===== src/rtl/warn_sign_pkg.sv =====
`timescale 1ns/1ps
package warn_sign_pkg;

  typedef enum logic [1:0] {
    ST_DARK = 2'b00,
    ST_Z    = 2'b01,
    ST_ZY   = 2'b10,
    ST_ZYX  = 2'b11
  } sign_state_t;

  typedef struct packed {
    logic x;
    logic y;
    logic z;
  } grp_t;

  typedef enum logic [1:0] {
    SRC_Z = 2'd0,
    SRC_Y = 2'd1,
    SRC_X = 2'd2
  } grp_src_t;

  localparam int LAMP_N = 5;

  // Which group feeds lamp line idx (0 = lamp 1)
  function automatic grp_src_t lamp_src(input int idx);
    if (idx < 2)      return SRC_Z;
    else if (idx < 4) return SRC_Y;
    else              return SRC_X;
  endfunction

  function automatic grp_t decode_grp(input sign_state_t st);
    grp_t g;
    unique case (st)
      ST_DARK: g = '{x: 1'b0, y: 1'b0, z: 1'b0};
      ST_Z:    g = '{x: 1'b0, y: 1'b0, z: 1'b1};
      ST_ZY:   g = '{x: 1'b0, y: 1'b1, z: 1'b1};
      default: g = '{x: 1'b1, y: 1'b1, z: 1'b1};
    endcase
    return g;
  endfunction

endpackage


===== src/rtl/ws_sync.sv =====
`timescale 1ns/1ps
module ws_sync #(
  parameter int STAGES = 2
) (
  input  logic clk,
  input  logic rst,
  input  logic d,
  output logic q
);
  logic [STAGES-1:0] chain_q;

  always_ff @(posedge clk) begin
    if (rst) chain_q <= '0;
    else     chain_q <= {chain_q[STAGES-2:0], d};
  end

  assign q = chain_q[STAGES-1];


  sync_delay_chk: assert property (@(posedge clk) disable iff (rst)
    $past(!rst) |-> (chain_q[1] == $past(chain_q[0])));
endmodule


===== src/rtl/ws_rate_div.sv =====
`timescale 1ns/1ps
module ws_rate_div #(
  parameter int DIV = 12_500_000
) (
  input  logic clk,
  input  logic rst,
  input  logic step_en,
  output logic tick
);
  localparam int CNT_W = (DIV > 1) ? $clog2(DIV) : 1;
  localparam logic [CNT_W-1:0] LAST = CNT_W'(DIV - 1);

  logic [CNT_W-1:0] cnt_q;

  assign tick = step_en && (cnt_q == LAST);

  always_ff @(posedge clk) begin
    if (rst)          cnt_q <= '0;
    else if (tick)    cnt_q <= '0;
    else if (step_en) cnt_q <= cnt_q + 1'b1;
  end


  div_hold_chk: assert property (@(posedge clk) disable iff (rst)
    !step_en |=> $stable(cnt_q));

  div_wrap_chk: assert property (@(posedge clk) disable iff (rst)
    tick |=> (cnt_q == '0));

  div_clear_chk: assert property (@(posedge clk)
    rst |=> (cnt_q == '0));
endmodule


===== src/rtl/ws_seq_fsm.sv =====
`timescale 1ns/1ps
module ws_seq_fsm
  import warn_sign_pkg::*;
(
  input  logic        clk,
  input  logic        rst,
  input  logic        tick,
  input  logic        sw,
  output sign_state_t state
);
  sign_state_t state_q;
  sign_state_t state_d;

  always_comb begin
    state_d = state_q;
    if (tick) state_d = sw ? sign_state_t'(state_q + 2'd1) : ST_DARK;
  end

  always_ff @(posedge clk) begin
    if (rst) state_q <= ST_DARK;
    else     state_q <= state_d;
  end

  assign state = state_q;


  fsm_reset_chk: assert property (@(posedge clk)
    rst |=> (state_q == ST_DARK));

  fsm_off_chk: assert property (@(posedge clk) disable iff (rst)
    (tick && !sw) |=> (state_q == ST_DARK));

  fsm_step_chk: assert property (@(posedge clk) disable iff (rst)
    (tick && sw) |=> (state_q == sign_state_t'($past(state_q) + 2'd1)));

  fsm_hold_chk: assert property (@(posedge clk) disable iff (rst)
    !tick |=> $stable(state_q));
endmodule


===== src/rtl/ws_lamp_decode.sv =====
`timescale 1ns/1ps
module ws_lamp_decode
  import warn_sign_pkg::*;
(
  input  logic              clk,
  input  logic              rst,
  input  sign_state_t       state,
  output logic              grp_z,
  output logic              grp_y,
  output logic              grp_x,
  output logic [LAMP_N-1:0] lamp
);
  grp_t              grp_c;
  grp_t              grp_q;
  logic [LAMP_N-1:0] lamp_c;
  logic [LAMP_N-1:0] lamp_q;

  assign grp_c = decode_grp(state);

  for (genvar i = 0; i < LAMP_N; i++) begin : g_lamp
    localparam grp_src_t SRC = lamp_src(i);
    if (SRC == SRC_Z) begin : g_z
      assign lamp_c[i] = grp_c.z;
    end else if (SRC == SRC_Y) begin : g_y
      assign lamp_c[i] = grp_c.y;
    end else begin : g_x
      assign lamp_c[i] = grp_c.x;
    end
  end

  always_ff @(posedge clk) begin
    if (rst) begin
      grp_q  <= '0;
      lamp_q <= '0;
    end else begin
      grp_q  <= grp_c;
      lamp_q <= lamp_c;
    end
  end

  assign grp_z = grp_q.z;
  assign grp_y = grp_q.y;
  assign grp_x = grp_q.x;
  assign lamp  = lamp_q;


  grp_thermo_chk: assert property (@(posedge clk) disable iff (rst)
    (grp_q.x |-> grp_q.y) and (grp_q.y |-> grp_q.z));

  out_dark_chk: assert property (@(posedge clk) disable iff (rst)
    (state == ST_DARK) |=> (grp_q == '0));

  out_full_chk: assert property (@(posedge clk) disable iff (rst)
    (state == ST_ZYX) |=> grp_q.x);

  lamp_map_chk: assert property (@(posedge clk) disable iff (rst)
    lamp_q == {grp_q.x, grp_q.y, grp_q.y, grp_q.z, grp_q.z});
endmodule


===== src/rtl/warn_sign_seq.sv =====
`timescale 1ns/1ps
module warn_sign_seq
  import warn_sign_pkg::*;
#(
  parameter int DIV         = 12_500_000,
  parameter int SYNC_STAGES = 2
) (
  input  logic       clk,
  input  logic       rst,
  input  logic       sw_in,
  input  logic       step_en,
  output logic       grp_z,
  output logic       grp_y,
  output logic       grp_x,
  output logic [4:0] lamp
);
  logic        sw_s;
  logic        tick;
  sign_state_t state;

  ws_sync #(.STAGES(SYNC_STAGES)) u_sync (
    .clk (clk),
    .rst (rst),
    .d   (sw_in),
    .q   (sw_s)
  );

  ws_rate_div #(.DIV(DIV)) u_div (
    .clk     (clk),
    .rst     (rst),
    .step_en (step_en),
    .tick    (tick)
  );

  ws_seq_fsm u_fsm (
    .clk   (clk),
    .rst   (rst),
    .tick  (tick),
    .sw    (sw_s),
    .state (state)
  );

  ws_lamp_decode u_dec (
    .clk   (clk),
    .rst   (rst),
    .state (state),
    .grp_z (grp_z),
    .grp_y (grp_y),
    .grp_x (grp_x),
    .lamp  (lamp)
  );
endmodule


===== config.mk =====
export PLATFORM = sky130hd
export DESIGN_NAME = warn_sign_seq
export DESIGN_NICKNAME = d
export VERILOG_FILES = /design/src/rtl/warn_sign_pkg.sv /design/src/rtl/ws_sync.sv /design/src/rtl/ws_rate_div.sv /design/src/rtl/ws_seq_fsm.sv /design/src/rtl/ws_lamp_decode.sv /design/src/rtl/warn_sign_seq.sv
export SDC_FILE = /design/constraint.sdc
export NUM_CORES = 1
export LEC_CHECK = 0
export BUFFER_PORTS_ARGS = -buffer_cell sky130_fd_sc_hd__buf_4
export CAP_MARGIN = 10
export CORE_AREA = 2 2 54 56
export CTS_CLUSTER_DIAMETER = 50
export DETAILED_ROUTE_END_ITERATION = 16
export DIE_AREA = 0 0 56 58
export GPL_TIMING_DRIVEN = 1
export HOLD_SLACK_MARGIN = 0.02
export PLACE_DENSITY = 0.78
export SYNTH_ARGS = -nofsm -noshare
export SYNTH_HDL_FRONTEND = slang
export SYNTH_SLANG_ARGS = --single-unit

===== constraint.sdc =====
create_clock -name clk -period 2.75 [get_ports clk]
set_input_delay 0.275 -clock clk [delete_from_list [all_inputs] [get_ports clk]]
set_output_delay 0.275 -clock clk [all_outputs]
set_load 0.1 [all_outputs]

[Word level (Yosys, flattened, before mapping)]
Cells that the tools add are included.
Storage, ports and cells
  register bits: 36
  input bits: 4
  output and inout port bits: 8
  word-level logic and storage cells: 17
Operators by class
  add/sub/neg operators: 2
  eq/ne operators: 3
  mux-type cells: 2
  reductions and logical operators: 3
Operator list (number)
  24-bit by 1-bit adder with 24-bit output (second input constant): 1
  24-bit equality test (second input constant): 1
  3-bit case mux with 3 select lines: 1
  2-bit by 1-bit adder with 2-bit output (second input constant): 1
  2-bit by 1-bit equality test with 1-bit output (second input constant): 1
  2-bit equality test (second input constant): 1
  2-bit zero test: 1
  2-bit 2-to-1 mux: 1
  2-bit OR reduction: 1
  1-bit logical AND: 1

[Longest topological paths before layout]
Gate-level depths: netlist (run 1).
  depth in word-level cells: 3
  mapped depth: 6
  gate-level depth less buffers: 5

[Modules after synthesis]
From an unflattened synthesis (run 1), not the netlist that was laid out.
Second synthesis, totals
  cell total of the unflattened synthesis: 162
  area total of the unflattened synthesis: 1465.2 um^2
Modules (own cells, without submodules)
  ws_rate_div: instances 1, cells an instance 138, area an instance 1193.6 um^2, seq. area each 480.5 um^2
  ws_lamp_decode: instances 1, cells an instance 11, area an instance 126.4 um^2, seq. area each 60.1 um^2
  ws_seq_fsm: instances 1, cells an instance 9, area an instance 92.6 um^2, seq. area each 40.0 um^2
  ws_sync: instances 1, cells an instance 4, area an instance 52.6 um^2, seq. area each 40.0 um^2

[Worst setup path after synthesis (run 1)]
OpenSTA, ideal clock, no wires.
  kind: flip-flop to flip-flop
  start: register u_div.cnt_q[6]
  end: register u_fsm.state_q[0], in the netlist u_fsm.state[0]
  setup time: 0.070 ns
  arrival: 1.959 ns
  required time: 2.680 ns
  slack: 0.721 ns
  cell stages (with the launch flop): 5
  path buffers: 0
  clock period less this slack: 2.029 ns
  cells stage by stage: dfxtp_1 > or4_1 > or4_4 > or4_1 > a21oi_1
On the way
  cells in the longest elaborated chain, start to end: 2
RTL lines
  from (decl): RTL line ws_rate_div.sv:13  | logic [CNT_W-1:0] cnt_q;
  from (signal assigned): RTL line ws_rate_div.sv:20  | else if (step_en) cnt_q <= cnt_q + 1'b1;
  24-bit equality test: RTL line ws_rate_div.sv:15  | assign tick = step_en && (cnt_q == LAST);
  1-bit logical AND: RTL line ws_rate_div.sv:15
  to (signal assigned): RTL line ws_seq_fsm.sv:21  | else state_q <= state_d;
  to (decl): RTL line ws_seq_fsm.sv:11  | sign_state_t state_q;
Every way passes these cells.
A chain may end at the register's enable or synchronous reset.

[Worst setup path after layout (run 1)]
  start: register u_div.cnt_q[0]
  end: register u_div.cnt_q[20]
On the way
  cells in the longest elaborated chain, start to end: 3
  elaborated cells on any way between the ends: 4
  those cells by class: 1 x add/sub; 1 x eq/ne; 2 x reduce/logical
RTL lines
  parallel branches: the longest is 3 deep, another holds 24-bit by 1-bit adder with 24-bit output
Parallel ways; which one is timed is not known.

==> results of run 1 <==
==> cells in the final DEF (no fill, tap or decap), types with 7 or more instances in the layout <==
cell | netlist | final
dfxtp_1 | 31 | 31
nor2_1 | 15 | 15
a21oi_1 | 15 | 15
buf_4 | 5 | 12
or4_1 | 11 | 11
o21ai_0 | 10 | 10
nand4_1 | 9 | 9
or3_1 | 8 | 8
inv_1 | 7 | 7
nand3_1 | 7 | 7
nand2_1 | 7 | 7
==> layer usage <==
metal / up-vias / global-route usage (%) / wire (um) / share of wire, %
met5: - / 0 / 0 / 0
met4: 0 / 12.24 / 78 / 3.0
met3: 10 / 4.911 / 116 / 4.5
met2: 25 / 27.90 / 1246 / 49
met1: 572 / 20.87 / 1125 / 44
li1: 598 / - / - / -
==> cells by family (layout without fill, tap and decap cells) <==
family | after synthesis | in the layout
AND/OR/NAND/NOR | 69 | 69
AO/OA/AOI/OAI | 31 | 31
flip-flops | 31 | 31
buffers and inverters | 17 | 27
XOR/XNOR | 10 | 10
adder cells (fa/ha/maj) | 4 | 4
multiplexers | 1 | 1
==> worst max-delay path: cells and delay by family (launching register included) <==
kind / cells / cell delay [ns]
fa+ha+maj: 1 / 0.28
flops: 1 / 0.41
buf+inv: 1 / 0.05
compound gates: 1 / 0.16
simple gates: 2 / 1.23
==> power groups by stage <==
stage	sequential [mW]	clock (mW)	combinational, mW
after floorplan	0.467	0	0.0158
after CTS	0.457	0.262	0.0229
after global placement	0.467	0	0.0222
after detailed placement	0.468	0	0.0229
final	0.458	0.251	0.0225
after global routing	0.459	0.282	0.0252
==> worst paths after layout <==
| check | from | endpoint | cells after the start |
|---|---|---|---|
| setup reg to reg | u_div.cnt_q[0] | u_div.cnt_q[20] | 5 |
| hold reg to reg | u_sync.chain_q[0] | u_sync.chain_q[1] | 1 |
| setup / recovery | u_div.cnt_q[0] | u_div.cnt_q[20] | 5 |
| hold / removal | rst | u_dec.lamp[1] | 2 |
==> area by class of cell <==
type | count | area [um2] | share of cell area (%)
Multi-Input combinational cell | 115 | 714.4 | 46.31
Sequential cell | 31 | 620.6 | 40.23
Timing Repair Buffer | 12 | 90.09 | 5.839
Tap cell | 31 | 38.79 | 2.514
Clock buffer | 5 | 37.54 | 2.433
Inverter | 7 | 26.28 | 1.703
Clock inverter | 3 | 15.01 | 0.9732
==> stage by stage <==
| step | area, um2 | hold WS (ns) | power [mW] | setup slack (ns) |
|---|---|---|---|---|
| finish | 1543 | 0.1368 | 0.7315 | 0.5567 |
| global route | 1543 | 0.1366 | 0.7654 | 0.4001 |
| CTS | 1543 | 0.1232 | 0.7425 | 0.5637 |
| detailed placement | 1490 | 0.4391 | 0.4908 | 0.5919 |
| global placement | 1490 | 0.4197 | 0.4896 | 0.6558 |
| floorplan | 1421 | 0.3417 | 0.4829 | 0.7212 |
==> flip-flops by register name, indices dropped and copies added (netlist names) <==
signal,count
u_div.cnt_q,24
u_dec.lamp,2
u_dec.grp_x,1
u_fsm.state,2
u_sync.chain_q,2
==> flow_metrics.tcl, run 1 <==
set metrics [dict create \
    avgSynthCellArea_um2 8.720 \
    worstSkewPairLatency_ns 0.34 \
    critical_path.most_common_cell "or4_1" \
    power_frac_comb_pct 3.1 \
    synth_edf_count 0 \
    postCtsSetupBuffers 0 \
    holdBufCountCts 0 \
    worstMarginPinSlew_ns 0.3577 \
    dp_hpwl_um 1787 \
    fmax_mhz 455.9 \
    vdd_drop_max_mv 0.3772 \
    path_max_fanout 13 \
    firstDrtPassIters 4 \
    nets 180 \
    viasPerCell 5.907 \
    hold_class "input port to register" \
    placed_cells 196 \
    cp.arrival_ns 2.46 \
    num_antenna_cells 0 \
    ys_ff_latch 31 \
    clk_pin_slew_ns 0.10 \
    max_stage_delay_ns 0.70 \
    synth_compound_area_share_pct 12.24 \
    synthCells 163 \
    gp_congestion 0.8252 \
    worstSetupPathType "register to register" \
    yosys-top-cells-area "dfxtp_1 (44%), or4_1 (5.8%), a21oi_1 (5.3%)" \
    grt_pass1_vias 1056 \
    final.setup_skew_ns 0.009684 \
    htreeDepth 2 \
    yosysWarnings 0 \
    grt_usage_pct 17.64 \
    core.rowCount 19 \
    synthesis.nets 171 \
    wl_um 2567 \
    cellPowerDensity_nw_per_um2 474.2 \
    p_leak_nw 0.5192 \
    grt-ovfl-total 0 \
    num_io_pins 12 \
    start_util_pct 53.38 \
    fin_crit_ns 2.193 \
    die_w_um 56 \
    rsz0062_at_grt "false" \
    p_switching_uw 173.6 \
    synth_top_area_share_pct 43.66 \
    io_buffers 11 \
    clk_path_buf_depth 2 \
    sw_frac_of_total_pct 23.73 \
    drcViolationCount 0 \
    synth_cell_type_count 26 \
    cpMaxStageDelayCell "or4_1" \
    required_ns 3.02 \
    slew_headroom_pct 76.15 \
    synth_top_cells_by_count "dfxtp_1 (31), a21oi_1 (15), nor2_1 (15), or4_1 (11), o21ai_0 (10)" \
    fin_crit_sh_pct 79.76 \
    area_delta_synth_final_pct 8.539 \
    setup_tns_ns 0 \
    share_seq_of_total_power_pct 62.5 \
    cts_buffers 5 \
    drtAntennaViolNets 0 \
    drt_iter0_drc 26 \
    final_cells 204 \
    cts.sinks 31 \
    final_util_pct 57.94 \
    setup_viol 0 \
    synthArstFlopShare_pct 0 \
    cts-resized-gates 0 \
    p_int_uw 558.0 \
    muxShareOfSynthArea_pct 0.7042 \
    crit_chain "ha_1 -> inv_1 -> or4_1 -> or4_1 -> a21oi_1" \
    synth_top_family_by_area "simple AND/OR/NAND/NOR gates" \
    grt_max_degree 25 \
    synth_simple_gate_area_share_pct 27.64 \
    hold_violations 0 \
    power_frac_clock_pct 34.4 \
    cp-end-kind "register" \
    fillCellCount 252 \
    crit_path_start_kind "register" \
    status "completed" \
    yosysSeqAreaShare_pct 43.66 \
    synth_top_flop_cell "dfxtp_1" \
    drv_slew 0 \
    vias 1205 \
    synth_most_common_cell "dfxtp_1" \
    yosysTopAreaCell "dfxtp_1" \
    root_buffer "clkbuf_4" \
    reg2reg_slack_ns 0.56 \
    wl_per_cell_um 12.58 \
    syn-cell-area_um2 1421 \
    antenna_found_initial 0 \
    synth_xor_xnor_area_share_pct 6.162 \
    die_area_um2 3248 \
    layout-drive-gt1-share_pct 12.72 \
    grt_pass1_wl_um 4429 \
    die_h_um 58 \
    cts_tree "yes" \
    synth_fa_ha_area_share_pct 3.521 \
    core-area_um2 2663 \
    cap_violations 0 \
]
(Power assumes the default switching activity.)
==> inputs of run 2 (changes only) <==
Settings changed: CORE_AREA 2 2 54 56 to 2 2 56 58, DIE_AREA 0 0 56 58 to 0 0 58 60, PLACE_DENSITY 0.78 to 0.76.
Clock period 2.75 ns to 1.9 ns, I/O delays scaled along.
==> run 2 against run 1 <==
  * The run now ends with setup timing left
  * Worst setup slack worse by 0.69 ns
  * Cell area up 14%
  * Via count up 8.4%
  * Maximum frequency up 7.7%
  * Register-to-register slack worse by 0.69 ns
  * Cell count up 12%
  * Combinational power up 140%
  * Clock power up 77%
  * Clock skew down 0.0046 ns
  * Critical path type unchanged
  * Largest cell class unchanged
==> flow_metrics.tcl, run 2 (synthesis results as in run 1) <==
set metrics [dict create \
    nets 202 \
    cp.arrival_ns 2.27 \
    worst_r2r_path_depth 6 \
    worstSkewPairLatency_ns 0.34 \
    num_io_pins 12 \
    vias 1306 \
    rr_endpoint "u_div.cnt_q[6]" \
    failed_checks "setup timing" \
    setup_viol 26 \
    cap_violations 0 \
    grt_pass1_vias 1249 \
    wl_per_cell_um 13.22 \
    worstMarginPinSlew_ns 0.2790 \
    die_h_um 60 \
    endpoint "u_div.cnt_q[6]" \
    clk_pin_slew_ns 0.09 \
    hold_ws_ns 0.06101 \
    viasPerCell 5.728 \
    status "complete, but fails checks" \
    critPathLaunch "u_div.cnt_q[8]" \
    cp-end-kind "register" \
    path_max_fanout 10 \
    crit_chain "or4_1 -> or4_4 -> buf_4 -> o21bai_4 -> buf_6 -> nor2_1" \
    place_ws_ns -0.1665 \
    regMostFlops "u_div.cnt_q" \
    vdd_drop_max_mv 0.4611 \
    setup_tns_ns -3.151 \
    hold_class "input port to register" \
    core-area_um2 2903 \
    layout-drive-gt1-share_pct 24.62 \
    max_stage_delay_ns 0.53 \
    final_common_cell "buf_4" \
    fmax_mhz 490.9 \
    wl_um 3015 \
    cpMaxStageDelayCell "or4_4" \
    cts_buffers 5 \
    hold_violations 0 \
    drcViolationCount 0 \
    die_area_um2 3480 \
    slew_headroom_pct 81.55 \
    cellPowerDensity_nw_per_um2 656.6 \
    firstDrtPassIters 4 \
    core.rowCount 20 \
    io_buffers 11 \
    num_antenna_cells 0 \
    die_w_um 58 \
    reg2reg_slack_ns -0.14 \
    htreeDepth 2 \
    start_util_pct 48.97 \
    largest_reg_flops 24 \
    grt_max_degree 15 \
    setup_slack_ns -0.1369 \
    final_util_pct 60.60 \
    drv_slew 0 \
    required_ns 2.14 \
    worstSetupPathType "register to register" \
    rsz0062_at_grt "true" \
    r2r_start "u_div.cnt_q[8]" \
    root_buffer "clkbuf_4" \
    holdBufCountCts 0 \
    p_leak_nw 0.6423 \
    cts_tree "yes" \
    cts.sinks 31 \
    final.setup_skew_ns 0.005110 \
    drtAntennaViolNets 0 \
    fin_crit_sh_pct 107.2 \
    grt-ovfl-total 0 \
    grt_pass1_wl_um 5147 \
    crit_path_start_kind "register" \
    fin_crit_ns 2.037 \
    p_total_mw 1.155 \
    gp_congestion 0.8090 \
    area_delta_synth_final_pct 23.77 \
    dp_hpwl_um 2180 \
    drt_iter0_drc 25 \
    mostFrequentLayoutCells "buf_4 (31), dfxtp_1 (29), nor2_1 (15), a21oi_1 (14), o21ai_0 (10)" \
    clk_path_buf_depth 2 \
    antenna_found_initial 0 \
    grt_usage_pct 19.83 \
]
run 2: worst max-delay path, delay by kind of cell (launching register included):
family,cells,cell delay [ns]
AND/OR/NAND/NOR,3,1.06
flip-flops,1,0.35
buffers and inverters,2,0.33
AO/OA/AOI/OAI,1,0.19
run 2: per-layer routing:
layer,up-vias,wire (um),global-route usage (%)
met5,-,0,0
met4,0,51,7.973
met3,8,107,6.494
met2,17,1522,35.55
met1,635,1333,21.55
li1,646,-,-
run 2: cell type report:
cell class                 count  area (um2)
fill                         251        1144
timing repair buffer          34       266.5
multi-input combinational    115       733.2
tap                           33       41.29
sequential                    31       623.1
inverter                       7       26.28
clock buffer                   8       68.82
run 2: report_power, final:
part           switching (mW)  internal (mW)
logic                  0.0269         0.0261
registers             0.00276          0.656
clock network           0.226          0.217
total                   0.256          0.899
run 2: worst min path at each step:
stage	from	endpoint	slack [ns]	depth (start not counted)
after floorplan	rst	u_dec.lamp[1]	0.26	1
after global placement	sw_in	u_sync.chain_q[0]	0.40	2
after detailed placement	sw_in	u_sync.chain_q[0]	0.41	2
after CTS	rst	u_fsm.state[1]	0.06	2
after global routing	rst	u_fsm.state[1]	0.07	2
final	sw_in	u_sync.chain_q[0]	0.06	2
run 2: stage by stage:
stage / instances / instance area [um2]
3_3_place_gp: 218 / 1644
5_1_grt: 228 / 1759
2_1_floorplan: 163 / 1428
6_report: 228 / 1759
3_5_place_dp: 218 / 1644
4_1_cts: 226 / 1732
run 2: repair_timing:
action / in CTS / in global routing
setup buffers: 0 / 1
resized for setup: 5 / 5
pin swaps: 2 / 1
cloned: 0 / 1
endpoints found under the setup margin: 26 / 26
